[src/rtl/osd_win_pkg.sv]
package osd_win_pkg;

   localparam int ROW_W  = 4;
   localparam int COL_W  = 5;
   localparam int RGB_W  = 3;
   localparam int BYTE_W = 8;
   localparam int CODE_W = 2;

   localparam int EN_BIT  = 2;
   localparam int INT_BIT = 1;
   localparam int SH_BIT  = 0;

   typedef struct packed {
      logic [ROW_W-1:0] rs;
      logic [ROW_W-1:0] re;
      logic [COL_W-1:0] cs;
      logic             en;
      logic             inten;
      logic             shen;
      logic [COL_W-1:0] ce;
      logic [RGB_W-1:0] rgb;
   } win_cfg_t;

endpackage

[src/rtl/osd_win_regs.sv]
module osd_win_regs
   import osd_win_pkg::*;
#(
   parameter int NWIN   = 4,
   parameter int ADDR_W = 5
) (
   input  logic                              clk,
   input  logic                              rst_n,
   input  logic                              wr_en,
   input  logic [ADDR_W-1:0]                 wr_addr,
   input  logic [BYTE_W-1:0]                 wr_data,
   input  logic                              clr_i,
   output win_cfg_t [NWIN-1:0]               cfg_o,
   output logic [NWIN-1:0][CODE_W-1:0]       wcode_o,
   output logic [NWIN-1:0][CODE_W-1:0]       hcode_o,
   output logic [NWIN-1:0][RGB_W-1:0]        shcol_o
);

   localparam int WSZ_ADDR  = 3 * NWIN;
   localparam int HSZ_ADDR  = WSZ_ADDR + 1;
   localparam int SHC_ADDR  = WSZ_ADDR + 2;
   localparam int SHC_BYTES = NWIN / 2;

   logic [BYTE_W-1:0] wsz_q;
   logic [BYTE_W-1:0] hsz_q;

   always_ff @(posedge clk or negedge rst_n) begin
      if (!rst_n) begin
         wsz_q <= '0;
         hsz_q <= '0;
      end else begin
         if (wr_en && wr_addr == ADDR_W'(WSZ_ADDR)) wsz_q <= wr_data;
         if (wr_en && wr_addr == ADDR_W'(HSZ_ADDR)) hsz_q <= wr_data;
      end
   end

   for (genvar n = 0; n < NWIN; n++) begin : g_win
      logic [BYTE_W-1:0] b0_q, b1_q, b2_q;

      always_ff @(posedge clk or negedge rst_n) begin
         if (!rst_n) begin
            b0_q <= '0;
            b1_q <= '0;
            b2_q <= '0;
         end else begin
            if (wr_en && wr_addr == ADDR_W'(3*n))   b0_q <= wr_data;
            if (wr_en && wr_addr == ADDR_W'(3*n+1)) b1_q <= wr_data;
            if (wr_en && wr_addr == ADDR_W'(3*n+2)) b2_q <= wr_data;
            // the clear command overrides a same-cycle enable write
            if (clr_i) b1_q[EN_BIT] <= 1'b0;
         end
      end

      always_comb begin
         cfg_o[n].rs    = b0_q[7:4];
         cfg_o[n].re    = b0_q[3:0];
         cfg_o[n].cs    = b1_q[7:3];
         cfg_o[n].en    = b1_q[EN_BIT];
         cfg_o[n].inten = b1_q[INT_BIT];
         cfg_o[n].shen  = b1_q[SH_BIT];
         cfg_o[n].ce    = b2_q[7:3];
         cfg_o[n].rgb   = b2_q[2:0];
      end

      assign wcode_o[n] = wsz_q[2*n +: CODE_W];
      assign hcode_o[n] = hsz_q[2*n +: CODE_W];
   end

   for (genvar k = 0; k < SHC_BYTES; k++) begin : g_shc
      logic [BYTE_W-1:0] shc_q;

      always_ff @(posedge clk or negedge rst_n) begin
         if (!rst_n)
            shc_q <= '0;
         else if (wr_en && wr_addr == ADDR_W'(SHC_ADDR + k))
            shc_q <= wr_data;
      end

      assign shcol_o[2*k]   = shc_q[2:0];
      assign shcol_o[2*k+1] = shc_q[6:4];
   end

endmodule

[src/rtl/osd_win_geom.sv]
module osd_win_geom
   import osd_win_pkg::*;
#(
   parameter int PIX_W     = 4,
   parameter int LINE_W    = 5,
   parameter bit SHADOW_ON = 1'b1
) (
   input  logic [ROW_W-1:0]  row_i,
   input  logic [COL_W-1:0]  col_i,
   input  logic [PIX_W-1:0]  pix_i,
   input  logic [LINE_W-1:0] line_i,
   input  win_cfg_t          cfg_i,
   input  logic [CODE_W-1:0] wcode_i,
   input  logic [CODE_W-1:0] hcode_i,
   output logic              valid_o,
   output logic              body_o,
   output logic              shadow_o
);

   logic in_rows, in_cols;

   assign valid_o = cfg_i.en && (cfg_i.rs <= cfg_i.re) && (cfg_i.cs <= cfg_i.ce);
   assign in_rows = (row_i >= cfg_i.rs) && (row_i <= cfg_i.re);
   assign in_cols = (col_i >= cfg_i.cs) && (col_i <= cfg_i.ce);
   assign body_o  = valid_o && in_rows && in_cols;

   if (SHADOW_ON) begin : g_shadow
      logic [PIX_W-1:0]  wsz;
      logic [LINE_W-1:0] hsz;
      logic [COL_W:0]    col_x, ce_p1;
      logic [ROW_W:0]    row_x, re_p1;
      logic              at_right, at_below, px_in, ln_in;
      logic              right_sh, bottom_sh;

      // size = 2 * (code + 1)
      assign wsz   = PIX_W'({wcode_i, 1'b0}) + PIX_W'(2);
      assign hsz   = LINE_W'({hcode_i, 1'b0}) + LINE_W'(2);
      assign col_x = {1'b0, col_i};
      assign ce_p1 = {1'b0, cfg_i.ce} + (COL_W+1)'(1);
      assign row_x = {1'b0, row_i};
      assign re_p1 = {1'b0, cfg_i.re} + (ROW_W+1)'(1);

      assign at_right = (col_x == ce_p1);
      assign at_below = (row_x == re_p1);
      assign px_in    = (pix_i < wsz);
      assign ln_in    = (line_i < hsz);

      assign right_sh  = at_right && px_in && in_rows;
      assign bottom_sh = at_below && ln_in && (in_cols || (at_right && px_in));
      assign shadow_o  = valid_o && cfg_i.shen && (right_sh || bottom_sh);
   end else begin : g_noshadow
      logic unused;
      assign unused   = ^{pix_i, line_i, wcode_i, hcode_i, cfg_i.shen};
      assign shadow_o = 1'b0;
   end

endmodule

[src/rtl/osd_win_sel.sv]
module osd_win_sel
   import osd_win_pkg::*;
#(
   parameter int NWIN = 4
) (
   input  logic                        clk,
   input  logic                        rst_n,
   input  logic [NWIN-1:0]             body_i,
   input  logic [NWIN-1:0]             shadow_i,
   input  win_cfg_t [NWIN-1:0]         cfg_i,
   input  logic [NWIN-1:0][RGB_W-1:0]  shcol_i,
   output logic                        hit_o,
   output logic                        shadow_o,
   output logic [RGB_W-1:0]            rgb_o,
   output logic                        inten_o
);

   logic             n_hit, n_sh, n_int;
   logic [RGB_W-1:0] n_rgb;

   always_comb begin
      n_hit = 1'b0;
      n_sh  = 1'b0;
      n_int = 1'b0;
      n_rgb = '0;
      // scan from lowest priority so the lowest index is applied last
      for (int n = NWIN-1; n >= 0; n--) begin
         if (shadow_i[n]) begin
            n_sh  = 1'b1;
            n_rgb = shcol_i[n];
         end
      end
      for (int n = NWIN-1; n >= 0; n--) begin
         if (body_i[n]) begin
            n_hit = 1'b1;
            n_sh  = 1'b0;
            n_rgb = cfg_i[n].rgb;
            n_int = cfg_i[n].inten;
         end
      end
   end

   always_ff @(posedge clk or negedge rst_n) begin
      if (!rst_n) begin
         hit_o    <= 1'b0;
         shadow_o <= 1'b0;
         rgb_o    <= '0;
         inten_o  <= 1'b0;
      end else begin
         hit_o    <= n_hit;
         shadow_o <= n_sh;
         rgb_o    <= n_rgb;
         inten_o  <= n_int;
      end
   end

endmodule

[src/rtl/osd_winlay.sv]
module osd_winlay
   import osd_win_pkg::*;
#(
   parameter int NWIN      = 4,
   parameter int PIX_W     = 4,
   parameter int LINE_W    = 5,
   parameter int ADDR_W    = 5,
   parameter bit SHADOW_ON = 1'b1
) (
   input  logic              clk,
   input  logic              rst_n,
   input  logic [3:0]        row_i,
   input  logic [4:0]        col_i,
   input  logic [PIX_W-1:0]  pix_i,
   input  logic [LINE_W-1:0] line_i,
   input  logic              wr_en,
   input  logic [ADDR_W-1:0] wr_addr,
   input  logic [7:0]        wr_data,
   input  logic              clr_i,
   output logic              hit_o,
   output logic              shadow_o,
   output logic [2:0]        rgb_o,
   output logic              inten_o
);

   localparam int NREG = 3 * NWIN + 2 + NWIN / 2;

   if (NWIN < 2 || (NWIN % 2) != 0 || 2 * NWIN > BYTE_W) begin : g_bad_nwin
      $error("osd_winlay: NWIN must be even and fit one size byte");
   end
   if (NREG > (1 << ADDR_W)) begin : g_bad_addr
      $error("osd_winlay: ADDR_W too small for register map");
   end
   if (PIX_W < 4 || LINE_W < 4) begin : g_bad_off
      $error("osd_winlay: offset inputs must hold a size of 8");
   end

   win_cfg_t [NWIN-1:0]               cfg;
   logic [NWIN-1:0][CODE_W-1:0]       wcode, hcode;
   logic [NWIN-1:0][RGB_W-1:0]        shcol;
   logic [NWIN-1:0]                   body_vec, shadow_vec, valid_vec, en_vec;

   osd_win_regs #(.NWIN(NWIN), .ADDR_W(ADDR_W)) u_regs (
      .clk     (clk),
      .rst_n   (rst_n),
      .wr_en   (wr_en),
      .wr_addr (wr_addr),
      .wr_data (wr_data),
      .clr_i   (clr_i),
      .cfg_o   (cfg),
      .wcode_o (wcode),
      .hcode_o (hcode),
      .shcol_o (shcol)
   );

   for (genvar n = 0; n < NWIN; n++) begin : g_geom
      assign en_vec[n] = cfg[n].en;
      osd_win_geom #(.PIX_W(PIX_W), .LINE_W(LINE_W), .SHADOW_ON(SHADOW_ON)) u_geom (
         .row_i    (row_i),
         .col_i    (col_i),
         .pix_i    (pix_i),
         .line_i   (line_i),
         .cfg_i    (cfg[n]),
         .wcode_i  (wcode[n]),
         .hcode_i  (hcode[n]),
         .valid_o  (valid_vec[n]),
         .body_o   (body_vec[n]),
         .shadow_o (shadow_vec[n])
      );
   end

   osd_win_sel #(.NWIN(NWIN)) u_sel (
      .clk      (clk),
      .rst_n    (rst_n),
      .body_i   (body_vec),
      .shadow_i (shadow_vec),
      .cfg_i    (cfg),
      .shcol_i  (shcol),
      .hit_o    (hit_o),
      .shadow_o (shadow_o),
      .rgb_o    (rgb_o),
      .inten_o  (inten_o)
   );

endmodule

[config.mk]
export PLATFORM = sky130hd
export DESIGN_NAME = osd_winlay
export DESIGN_NICKNAME = d
export VERILOG_FILES = /design/src/rtl/osd_win_pkg.sv /design/src/rtl/osd_win_regs.sv /design/src/rtl/osd_win_geom.sv /design/src/rtl/osd_win_sel.sv /design/src/rtl/osd_winlay.sv
export SDC_FILE = /design/constraint.sdc
export NUM_CORES = 1
export LEC_CHECK = 0
export ABC_CLOCK_PERIOD_IN_PS = 2400
export BUFFER_PORTS_ARGS = -buffer_cell sky130_fd_sc_hd__clkbuf_2
export CORE_ASPECT_RATIO = 0.8
export CORE_UTILIZATION = 35
export CTS_CLUSTER_SIZE = 24
export DETAILED_ROUTE_END_ITERATION = 8
export GPL_ROUTABILITY_DRIVEN = 0
export PLACE_DENSITY = 0.48
export SYNTH_ARGS = -nofsm -noshare
export SYNTH_HDL_FRONTEND = slang
export SYNTH_SLANG_ARGS = --single-unit
[constraint.sdc]
create_clock -name clk -period 2.4 [get_ports clk]
set_input_delay 0.48 -clock clk [delete_from_list [all_inputs] [get_ports clk]]
set_output_delay 0.48 -clock clk [all_outputs]
set_load 0.03 [all_outputs]
**Word-level counts from Yosys, hierarchy flattened**

Index checks and enable logic that the tools add are counted.

- Muxes and demuxes: 32
- Magnitude comparators: 32
- Eq/ne operators: 23
- Add/sub/neg operators: 16
- Reduce and logical (&&, ||, !) cells: 77

Operators with widths:

| kind | count |
|---|---|
| logical AND 1 bit | 64 |
| == test 5 x 4 -> 1 bit (second input constant) | 8 |
| <= comparator 5 bit | 8 |
| two-way mux 3 bit | 12 |
| adder 3 x 2 -> 4 bit (second input constant) | 8 |
| <= comparator 4 bit | 8 |
| adder 5 x 1 -> 6 bit (second input constant) | 4 |
| == test 5 x 6 -> 1 bit | 4 |
| adder 4 x 1 -> 5 bit (second input constant) | 4 |
| == test 4 x 5 -> 1 bit | 4 |
| == test 5 x 3 -> 1 bit (second input constant) | 4 |
| >= comparator 5 bit | 4 |
| < comparator 5 bit | 4 |
| two-way mux 1 bit | 20 |
| >= comparator 4 bit | 4 |
| < comparator 4 bit | 4 |
| == test 5 x 2 -> 1 bit (second input constant) | 2 |
| logical OR 1 bit | 8 |
| nonzero test 2 bit | 4 |
| == test 5 x 1 -> 1 bit (second input constant) | 1 |
| logical NOT 5 bit | 1 |

- Flip-flop bits (word level): 132
- Output and inout port bits: 6
- Input bits: 35
- Word-level logic and storage cells: 204

**Logic depth before layout (Yosys ltp)**

Gate-level depths: netlist (run 1).

- Depth in word-level cells: 15
- Mapped depth: 12
- Gate-level depth less buffers: 12

**By module**

From an unflattened synthesis (run 1), not the netlist that was laid out.

- Cell total of the unflattened synthesis: 854
- Area, all modules: 9113.7 µm²

By module, submodules not included:

| module | area an instance (µm²) | sequential area each (µm²) | times used | cells each |
|---|---|---|---|---|
| osd_win_regs | 4785.8 | 3103.0 | 1 | 289 |
| osd_win_geom | 980.9 | 0.0 | 4 | 128 |
| osd_win_sel | 404.1 | 150.1 | 1 | 53 |

**Least setup slack after synthesis (run 1)**

No wires, ideal clock.

- Path type: input-to-reg
- From: in row_i[0]
- To: reg u_sel.rgb_o[1]
- Path slack: -127 ps
- Library setup time: 92 ps
- Cell stages on the path: 11
- Data arrival time: 2435 ps
- Path through: inv_1 -> ha_1 -> nand2b_1 -> a21o_1 -> a21o_1 -> a21o_1 -> a21oi_1 -> o31ai_2 -> and2_1 -> o311a_1 -> o31ai_2

- Longest elaborated chain between the ends: 13
- Elaborated cells between the ends (all ways): 52
- Classes of those cells: order compare (8); eq/ne (4); mux (8); reduce/logical (32)

Ends and longest elaborated chain:

| item | RTL line | text |
|---|---|---|
| start: declaration | osd_winlay.sv:12 | `input logic [3:0] row_i,` |
| >= comparator 4 bit (tied with other cells) | osd_win_geom.sv:23 | `assign in_rows = (row_i >= cfg_i.rs) && (row_i <= cfg_i.re);` |
| logical AND 1 bit (on tied branches) | osd_win_geom.sv:23, osd_win_geom.sv:49 |  |
| logical AND 1 bit (on tied branches) | osd_win_geom.sv:48, osd_win_geom.sv:49 |  |
| logical OR 1 bit | osd_win_geom.sv:50 | `assign shadow_o = valid_o && cfg_i.shen && (right_sh \|\| bottom_sh);` |
| logical AND 1 bit | osd_win_geom.sv:50 |  |
| two-way mux 3 bit (4 in series) | osd_win_sel.sv:28 | `if (shadow_i[n]) begin` |
| two-way mux 3 bit (3 in series) | osd_win_sel.sv:34 | `if (body_i[n]) begin` |
| two-way mux 3 bit (*) | osd_win_sel.sv:34 |  |
| via u_sel.n_rgb[1] | osd_win_sel.sv:19 | `logic [RGB_W-1:0] n_rgb;` |
| end signal: assignment | osd_win_sel.sv:52 | `rgb_o <= n_rgb;` |
| end: declaration | osd_win_sel.sv:14 | `output logic [RGB_W-1:0] rgb_o,` |

Mark *: on every way through the listed nets, which the timed path passes. The rest lies on a longest branch.
A chain may end at the register's enable or synchronous reset.

**Worst setup path after layout (run 1)**

- From: reg u_regs.hsz_q[7], in the netlist u_regs.hcode_o[7]
- To: reg u_sel.rgb_o[2]

- Longest elaborated chain between the ends: 14

Ends and longest elaborated chain:

| item | RTL line | text |
|---|---|---|
| start: declaration | osd_win_regs.sv:25 | `logic [BYTE_W-1:0] hsz_q;` |
| start signal: assignment | osd_win_regs.sv:33 | `if (wr_en && wr_addr == ADDR_W'(HSZ_ADDR)) hsz_q <= wr_data;` |
| adder 3 x 2 -> 4 bit | osd_win_geom.sv:37 | `assign hsz = LINE_W'({hcode_i, 1'b0}) + LINE_W'(2);` |
| < comparator 5 bit | osd_win_geom.sv:46 | `assign ln_in = (line_i < hsz);` |
| logical AND 1 bit (2 in series) | osd_win_geom.sv:49 | `assign bottom_sh = at_below && ln_in && (in_cols \|\| (at_right && px_in));` |
| logical OR 1 bit | osd_win_geom.sv:50 |  |
| logical AND 1 bit | osd_win_geom.sv:50 |  |
| two-way mux 3 bit (4 in series) | osd_win_sel.sv:28 |  |
| two-way mux 3 bit (4 in series) | osd_win_sel.sv:34 |  |
| via u_sel.n_rgb[2] | osd_win_sel.sv:19 |  |

The timed path passes the listed nets, and every way through them passes these cells.

==> results of run 1 <==
## logic make-up (layout without fill, tap and decap cells)
| kind of cell | after synthesis | in the layout | synth area share |
|---|---|---|---|
| compound gates | 155 | 155 | 0.109 |
| simple gates | 208 | 208 | 0.114 |
| mux | 120 | 120 | 0.147 |
| flops | 130 | 130 | 0.357 |
| fa+ha+maj | 140 | 140 | 0.192 |
| xor+xnor | 35 | 35 | 0.0344 |
| buf+inv | 114 | 320 | 0.0476 |
## synth_stat cells, drive strengths merged, types with 12 or more instances
cell type  instances
ha               140
nand4             20
mux2             109
dfrtp            130
nor2b             14
inv               96
a21oi             44
o21ai             54
clkbuf            15
nor3              12
nand3             29
nand2b            14
xnor2             28
nor2              37
nand2             59
## per-layer routing
metal  track usage  up-vias  wire, um
met5             0        -         0
met4        0.0433        0       220
met3        0.0347       16       985
met2         0.297      110     11000
met1         0.321     3491     14400
li1              -     3607         -
## placed cells by master (no fill, tap or decap), types with 4 or more instances in the layout
cell	n
nor2b_1	13
inv_1	87
and3_1	7
o21a_1	11
a21o_1	4
o21ai_1	9
o21ai_0	38
clkbuf_16	17
xnor2_1	28
o21ai_2	6
nand4_1	20
buf_4	141
a21oi_2	8
dfrtp_1	129
mux2i_1	10
o211ai_1	4
clkbuf_2	36
buf_6	7
a21oi_1	34
nor2_1	36
nand3_1	26
mux2_2	108
inv_6	5
nor3_1	10
xor2_1	6
inv_2	7
nand2_1	57
buf_12	6
ha_1	137
nand2b_1	14
## cell type report
type	instances	area share
repair buffers	192	0.123
clock inverters	14	0.0150
flip-flops and latches	130	0.276
multi-input cells	658	0.482
well taps	351	0.0372
inverters	96	0.0312
clock buffers	18	0.0363
## worst reg2reg max path, delay by kind of cell, from the launching register on
kind | cells | cell delay (ps)
AND/OR/NAND/NOR | 2 | 320
flip-flops | 1 | 390
AO/OA/AOI/OAI | 7 | 1210
adder cells (fa/ha/maj) | 2 | 540
buffers and inverters | 2 | 170
## metrics by stage
step / std cells / setup WS (ps) / area (um^2) / utilization
CTS: 1453 / -325 / 11600 / 0.457
floorplan: 902 / -27.3 / 9150 / -
global placement: 1419 / -604 / 10900 / 0.428
finish: 1459 / -317 / 11800 / 0.464
detailed placement: 1419 / -591 / 10900 / 0.428
global route: 1459 / -496 / 11800 / 0.464
## power by group
group          total (W)  switching (W)  internal [W]
Sequential       0.00290       0.000301       0.00260
Clock            0.00276        0.00111       0.00165
Combinational    0.00321        0.00156       0.00166
## final timing paths
check	slack, ps	end
hold / removal	310	u_regs.g_win[1].b1_q[2]
setup / recovery	-320	u_sel.rgb_o[2]
min in group asynchronous	530	u_regs.wcode_o[7]
setup reg to reg	-320	u_sel.rgb_o[2]
hold reg to reg	510	u_regs.wcode_o[7]
max in group asynchronous	1270	u_regs.g_win[1].b1_q[7]
## timing repair
action	4_1_cts	5_1_grt
cloned	0	0
gates resized for setup	29	39
buffers inserted	1	7
endpoints found under the setup margin	6	6
hold buffers	1	0
hold endpoints to repair	30	0
pin swaps	11	13
## state kept, by name, indices dropped and copies added (netlist names)
| name | flops |
|---|---|
| u_sel.hit_o | 1 |
| u_regs.g_win.b0_q | 32 |
| u_regs.g_win.b2_q | 32 |
| u_regs.hcode_o | 8 |
| u_regs.g_shc.shc_q | 12 |
| u_sel.rgb_o | 3 |
| u_regs.g_win.b1_q | 32 |
| u_regs.wcode_o | 8 |
| u_sel.inten_o | 1 |
| u_sel.shadow_o | 1 |
==> flow_summary.yaml, run 1 <==
setup_path:
  crit_slowest_cell: "dfrtp_1"
  crit_type: "reg2reg"
  cp.required_ps: 2740
  path_cells: "ha_1, inv_1, ha_1, o21a_1, o21ai_2, buf_4, nand4_1, a21oi_2, o211ai_1, a21oi_2, and3_4, o311ai_4, a211oi_2"
  cp_num_cells: 13
  start_kind: "register"
  reg2reg_from: "u_regs.hcode_o[7]"
  endpoint_kind: "register"
  path_delay_family: "compound AO/OA/AOI/OAI gates"
  critPathArrivalTime_ps: 3060
  r2r_cells: 13
  critPathMaxFanout: 3
  max_stage_delay_ps: 390
  crit_path_start: "u_regs.hcode_o[7]"
  worst-path-buf-inv: 2
yosys:
  synth-edff-count: 0
  yosysWarnings: 0
  syn_avg_cell_area_um2: 10.1
  async_flop_share: 1.00
  synth-seq-cells: 130
  synth_top_area_cell: "dfrtp_1"
  synth_top_cell_area_share: 0.357
  synth_flop_cell: "dfrtp_1"
  syn-cell-area_um2: 9120
  synth_area_leaders: "dfrtp_1 (36%), ha_1 (19%), mux2_2 (13%), inv_1 (3.9%), xnor2_1 (2.7%)"
  synth_cells: 902
  syn-num-nets: 1077
  synth_cell_types: 58
  seq_area_frac_synth: 0.357
floorplan:
  die_y_um: 146
  start_util: 0.359
  rows: 52
  ios: 41
  die_x_um: 182
  die_area_um2: 26700
  coreArea_um2: 25400
detailed_routing:
  ant_nets: 0
  wl_per_cell_um: 18.2
  routed_wl_um: 26600
  viasPerCell: 4.95
  drtIter0Drc: 386
  first_pass_iters: 5
  drc: 0
  vias: 7224
finish:
  insertedDiodeCount: 0
  layout-drive-gt1-share: 0.356
  fillers: 2441
  multi_input_area_um2: 5690
  nets: 1270
  area_growth_pct: 29.5
  seqCellArea_um2: 3250
power:
  powerDensity_nw_per_um2: 751
  power_leakage_nw: 5.66
  vdd_drop_max_mv: 0.579
  power_w: 0.00887
clock_network:
  htreeDepth: 4
  clkTransAtPathRegs_ps: 60
  cts_root_buf: "clkbuf_16"
  clk_path_buf_depth: 2
  numCtsBuffers: 17
  clock-sinks: 130
  cts_tree: "yes"
  clk_latency_ps: 430
hold_path:
  min_from: "clr_i"
  hold_path.class: "in2reg"
  hold_depth: 2
grt:
  track_usage: 0.207
  grt_max_degree: 45
  first_global_vias: 7028
  grt_pass1_wl_um: 41100
  grt_overflow_total: 0
  antenna_found_initial: 0
placed_design:
  dpl.hpwl_um: 19500
  io_buffer_count: 38
timing:
  rsz0062_at_grt: "yes"
  worst_slew_pin_slew_ps: 678
  setup_viol: 4
  slew_headroom: 0.548
  holdWs_ps: 313
  fmax_ghz: 0.368
  maxSlewViolCount: 0
  final_hold_viol_count: 0
  period_needed_ps: 2720
  finalSetupTns_ps: -1060
  min_period_over_period: 1.13
  setup_ws_ps: -317
  fin_skew_ps: 7.92
status:
  violations: "setup timing"
  status: "finished, violations left"
run:
  cap_violations: 0
Note: power is estimated with default switching activity, not from simulation.
==> inputs of run 2 (changes only) <==
--- a/config.mk
+++ b/config.mk
@@ -7,12 +7,14 @@
 export LEC_CHECK = 0
 export ABC_CLOCK_PERIOD_IN_PS = 2400
 export BUFFER_PORTS_ARGS = -buffer_cell sky130_fd_sc_hd__clkbuf_2
+export CAP_MARGIN = 40
 export CORE_ASPECT_RATIO = 0.8
 export CORE_UTILIZATION = 35
 export CTS_CLUSTER_SIZE = 24
 export DETAILED_ROUTE_END_ITERATION = 8
 export GPL_ROUTABILITY_DRIVEN = 0
 export PLACE_DENSITY = 0.48
+export RECOVER_POWER = 50
 export SYNTH_ARGS = -nofsm -noshare
 export SYNTH_HDL_FRONTEND = slang
 export SYNTH_SLANG_ARGS = --single-unit
==> run 2 against run 1 <==
  * The flow still finishes with violations (setup timing)
  * Design area down 0.29%
  * Register-to-register slack is essentially flat
  * Global-route usage unchanged
  * Via count grew 0.33%
  * Clock power about the same
  * Utilization shrank 0.13 points
  * Combinational power about the same
  * Non-clock buffer count did not move
  * Final cell count unchanged
  * Critical path type unchanged
  * Critical endpoint is now u_sel.rgb_o[1]
==> flow_summary.yaml, run 2 (same netlist as run 1, synthesis figures left out) <==
status:
  status: "finished, violations left"
  violations: "setup timing"
grt:
  grt_pass1_wl_um: 41100
  first_global_vias: 7028
  track_usage: 0.207
  grt_max_degree: 45
  antenna_found_initial: 0
  grt_overflow_total: 0
setup_path:
  reg2reg_from: "u_regs.wcode_o[2]"
  r2r-end: "u_sel.rgb_o[1]"
  cp.required_ps: 2690
  endpoint_kind: "register"
  r2r_cells: 15
  start_kind: "register"
  crit_type: "reg2reg"
  r2r_slack_ps: -320
  critPathArrivalTime_ps: 3010
  critPathMaxFanout: 4
finish:
  design_area_um2: 11800
  mostFrequentLayoutCell: "buf_4"
  insertedDiodeCount: 0
  mostFrequentLayoutCells: "buf_4 (140), ha_1 (137), dfrtp_1 (129)"
  utilization: 0.463
  area_growth_pct: 29.1
  fillers: 2445
  nets: 1270
  reg.largest.list: "u_regs.g_win.b0_q (32), u_regs.g_win.b1_q (32), u_regs.g_win.b2_q (32)"
  layout-drive-gt1-share: 0.356
timing:
  rsz0062_at_grt: "yes"
  slew_headroom: 0.342
  setup_viol: 4
  fin_skew_ps: 7.17
  min_period_over_period: 1.13
  holdWs_ps: 317
  fmax_ghz: 0.367
  setup_ws_ps: -323
  final_hold_viol_count: 0
  worst_slew_pin_slew_ps: 987
  maxSlewViolCount: 0
  period_needed_ps: 2720
power:
  power_leakage_nw: 5.65
  powerDensity_nw_per_um2: 753
  vdd_drop_max_mv: 0.580
  power_w: 0.00886
clock_network:
  clkTransAtPathRegs_ps: 60
  clk_path_buf_depth: 2
  htreeDepth: 4
  clock-sinks: 130
  clk_latency_ps: 430
  numCtsBuffers: 17
  cts_root_buf: "clkbuf_16"
  cts_tree: "yes"
floorplan:
  start_util: 0.359
  die_area_um2: 26700
  die_x_um: 182
  die_y_um: 146
  rows: 52
  ios: 41
  coreArea_um2: 25400
placed_design:
  io_buffer_count: 38
  dp_slack_ps: -591
  dpl.hpwl_um: 19500
  dpl_cell_area_um2: 10900
detailed_routing:
  ant_nets: 0
  drc: 0
  first_pass_iters: 5
  viasPerCell: 4.97
  routed_wl_um: 26600
  wl_per_cell_um: 18.2
  vias: 7248
  drtIter0Drc: 328
run:
  cap_violations: 0
hold_path:
  whs_endpoint: "u_regs.g_win[1].b1_q[2]"
  hold_path.class: "in2reg"
  hold_depth: 2
  min_from: "clr_i"
-- run 2: changes by cell type in the layout (fill, tap and decap cells not counted) --
cell,before,now
buf_6,7,6
clkbuf_2,36,38
buf_12,6,4
buf_4,141,140
clkbuf_4,0,2
-- run 2: report_power, final --
part	internal, W	switching [W]
clock	0.00165	0.00111
combinational	0.00165	0.00156
sequential	0.00260	0.000302
total	0.00590	0.00297
-- run 2: critical path, cell delays in order, from the launching register on --
cell and delay, ps:
dfrtp_1 380, ha_1 280, inv_1 40, ha_1 260, o21a_1 120, o21ai_2 150
buf_6 140, nand2_4 50, a221oi_2 170, buf_4 190, nand2_4 60, a21oi_4 260
buf_6 140, nor2b_1 120, o311a_1 190, o31ai_2 60
-- run 2: worst max path at each step --
stage	endpoint	depth (start not counted)	from
global placement	u_sel.shadow_o	14	col_i[0]
finish	u_sel.rgb_o[1]	15	u_regs.wcode_o[2]
floorplan	u_sel.rgb_o[1]	11	row_i[0]
global route	u_sel.rgb_o[1]	14	u_regs.wcode_o[2]
CTS	u_sel.rgb_o[1]	15	u_regs.wcode_o[2]
detailed placement	u_sel.shadow_o	14	col_i[0]
-- run 2: layout make-up --
type | instances | area (um^2) | share of cell area
flip-flops and latches | 130 | 3250 | 0.276
inverters | 96 | 368 | 0.0312
multi-input cells | 658 | 5690 | 0.483
clock buffers | 18 | 429 | 0.0365
clock inverters | 14 | 178 | 0.0151
well taps | 351 | 439 | 0.0373
repair buffers | 192 | 1420 | 0.121
-- run 2: per-layer routing --
| metal | vias to the layer above | part of all wire | GRT usage |
|---|---|---|---|
| li1 | 3610 | - | - |
| met1 | 3524 | 0.54 | 0.321 |
| met2 | 100 | 0.41 | 0.297 |
| met3 | 14 | 0.032 | 0.0347 |
| met4 | 0 | 0.0083 | 0.0433 |
| met5 | - | 0 | 0 |
-- run 2: repair_timing --
item | 4_1_cts | 5_1_grt
pin swaps | 11 | 13
setup endpoints to repair | 6 | 6
gates cloned | 0 | 0
endpoints found under the hold margin | 30 | 0
gates resized for setup | 29 | 39
setup buffers | 1 | 7
hold buffers | 1 | 0
-- run 2: through the flow --
step,cells,TNS (ps)
2_1_floorplan,902,-27.3
3_3_place_gp,1419,-2770
4_1_cts,1453,-1150
5_1_grt,1459,-1670
6_report,1459,-1070
3_5_place_dp,1419,-2910
==> inputs of run 3 (changes only) <==
--- a/config.mk
+++ b/config.mk
@@ -13,7 +13,6 @@
 export CTS_CLUSTER_SIZE = 24
 export DETAILED_ROUTE_END_ITERATION = 8
 export GPL_ROUTABILITY_DRIVEN = 0
-export PLACE_DENSITY = 0.48
 export RECOVER_POWER = 50
 export SYNTH_ARGS = -nofsm -noshare
 export SYNTH_HDL_FRONTEND = slang
==> run 3 against run 2 <==
  * Worst setup slack improved by 30 ps
  * Design area fell by 2.7%
  * Critical path depth fell by 1
  * Clock power fell by 3%
  * The flow still finishes with violations (setup timing)
  * Clock skew barely moved
  * Fmax rose by 1.1%
  * Combinational power fell by 4%
  * Highest routed layer unchanged
  * Clock-buffer cell count rose by 4
  * Final cell count fell by 1.9%
  * Register-to-register slack improved by 30 ps
  * Non-clock buffer count fell by 27
  * Largest cell class unchanged
  * Largest power group unchanged
==> flow_summary.yaml, run 3 (same netlist as run 1, synthesis figures left out) <==
status:
  status: "finished, violations left"
  violations: "setup timing"
run:
  cap_violations: 0
floorplan:
  coreArea_um2: 25400
  die_y_um: 146
  start_util: 0.359
  die_area_um2: 26700
  ios: 41
  rows: 52
  die_x_um: 182
clock_network:
  numCtsBuffers: 17
  clkTransAtPathRegs_ps: 60
  clk_latency_ps: 430
  clk_path_buf_depth: 2
  cts_root_buf: "clkbuf_16"
  htreeDepth: 4
  clock-sinks: 130
  cts_tree: "yes"
finish:
  reg.largest.list: "u_regs.g_win.b0_q (32), u_regs.g_win.b1_q (32), u_regs.g_win.b2_q (32)"
  insertedDiodeCount: 0
  mostFrequentLayoutCells: "ha_1 (138), dfrtp_1 (130), buf_4 (115)"
  area_growth_pct: 25.6
  mostFrequentLayoutCell: "ha_1"
  design_area_um2: 11500
  utilization: 0.450
  layout-drive-gt1-share: 0.320
  nets: 1243
timing:
  finalSetupTns_ps: -956
  fmax_ghz: 0.371
  min_period_over_period: 1.12
  fin_skew_ps: 6.89
  setup_viol: 4
  setup_ws_ps: -293
  worst_slew_pin_slew_ps: 1170
  maxSlewViolCount: 0
  rsz0062_at_grt: "yes"
  period_needed_ps: 2690
  final_hold_viol_count: 0
  slew_headroom: 0.221
setup_path:
  start_kind: "register"
  crit_slowest_cell: "dfrtp_1"
  cp.required_ps: 2730
  endpoint_kind: "register"
  crit_type: "reg2reg"
  critPathMaxFanout: 2
  critPathArrivalTime_ps: 3030
  max_stage_delay_ps: 390
  path_cells: "ha_1, inv_1, ha_1, o21a_1, o21ai_2, buf_4, nand4_1, a21oi_2, o211ai_1, a21oi_1, buf_4, a221oi_2, o311a_1, o31ai_2"
detailed_routing:
  drc: 0
  drtIter0Drc: 370
  first_pass_iters: 5
  viasPerCell: 5.07
  routed_wl_um: 24800
  ant_nets: 0
  wl_per_cell_um: 17.4
  vias: 7250
grt:
  first_global_vias: 7141
  grt_max_degree: 46
  grt_overflow_total: 0
  grt_pass1_wl_um: 39700
  antenna_found_initial: 0
  track_usage: 0.195
placed_design:
  dpl_cell_area_um2: 10700
  io_buffer_count: 38
  dpl.hpwl_um: 18300
  dp_slack_ps: -559
power:
  powerDensity_nw_per_um2: 756
  vdd_drop_max_mv: 0.380
  power_leakage_nw: 5.46
hold_path:
  hold_path.class: "in2reg"
==> run 3: timing repair <==
item / 4_1_cts / 5_1_grt
endpoints found under the setup margin: 6 / 6
hold buffers: 1 / 0
endpoints found under the hold margin: 11 / 0
buffers inserted: 0 / 4
pin swaps: 7 / 14
resized for setup: 22 / 25
==> run 3: path summary, 6_finish.rpt <==
kind | start | endpoint | cells after the start | slack [ps]
setup / recovery | u_regs.hcode_o[6] | u_sel.rgb_o[1] | 14 | -290
hold / removal | clr_i | u_regs.g_win[1].b1_q[2] | 2 | 330
setup reg to reg | u_regs.hcode_o[6] | u_sel.rgb_o[1] | 14 | -290
hold reg to reg | u_regs.g_shc[0].shc_q[0] | u_regs.g_shc[0].shc_q[0] | 1 | 490
max in group asynchronous | rst_n | u_regs.g_win[0].b0_q[4] | 3 | 240
min in group asynchronous | rst_n | u_regs.wcode_o[7] | 2 | 800
==> run 3: power by group <==
group / internal, W / switching (W) / total [W]
Combinational: 0.00155 / 0.00152 / 0.00307
Sequential: 0.00260 / 0.000296 / 0.00289
Clock: 0.00168 / 0.00101 / 0.00269
Total: 0.00583 / 0.00283 / 0.00866
==> run 3: layout make-up <==
type                            instances  area [um^2]
Multi-Input combinational cell        658         5610
Clock inverter                          9          131
Inverter                               96          368
Timing Repair Buffer                  165         1190
Sequential cell                       130         3250
Tap cell                              351          439
Fill cell                            2466        14000
Clock buffer                           22          464
==> run 3: layer usage <==
metal,routed length (um),track usage
met1,12900,0.291
met2,10700,0.290
met3,914,0.0352
met4,310,0.0450
met5,0,0
==> run 3: worst max-delay path: cells and delay by family (launching register included) <==
| kind | cells | cell delay [ps] |
|---|---|---|
| DFF | 1 | 390 |
| adders and majority gates | 2 | 540 |
| AOI/OAI and AO/OA | 8 | 1260 |
| and+or+nand+nor | 1 | 110 |
| buffers and inverters | 3 | 310 |
==> run 3: metrics by stage <==
stage               total power, W  hold WS (ps)  std cells
global placement           0.00575           450       1397
floorplan                  0.00471           184        902
CTS                        0.00863           318       1429
detailed placement         0.00586           445       1397
finish                     0.00866           328       1431
global route               0.00927           315       1431
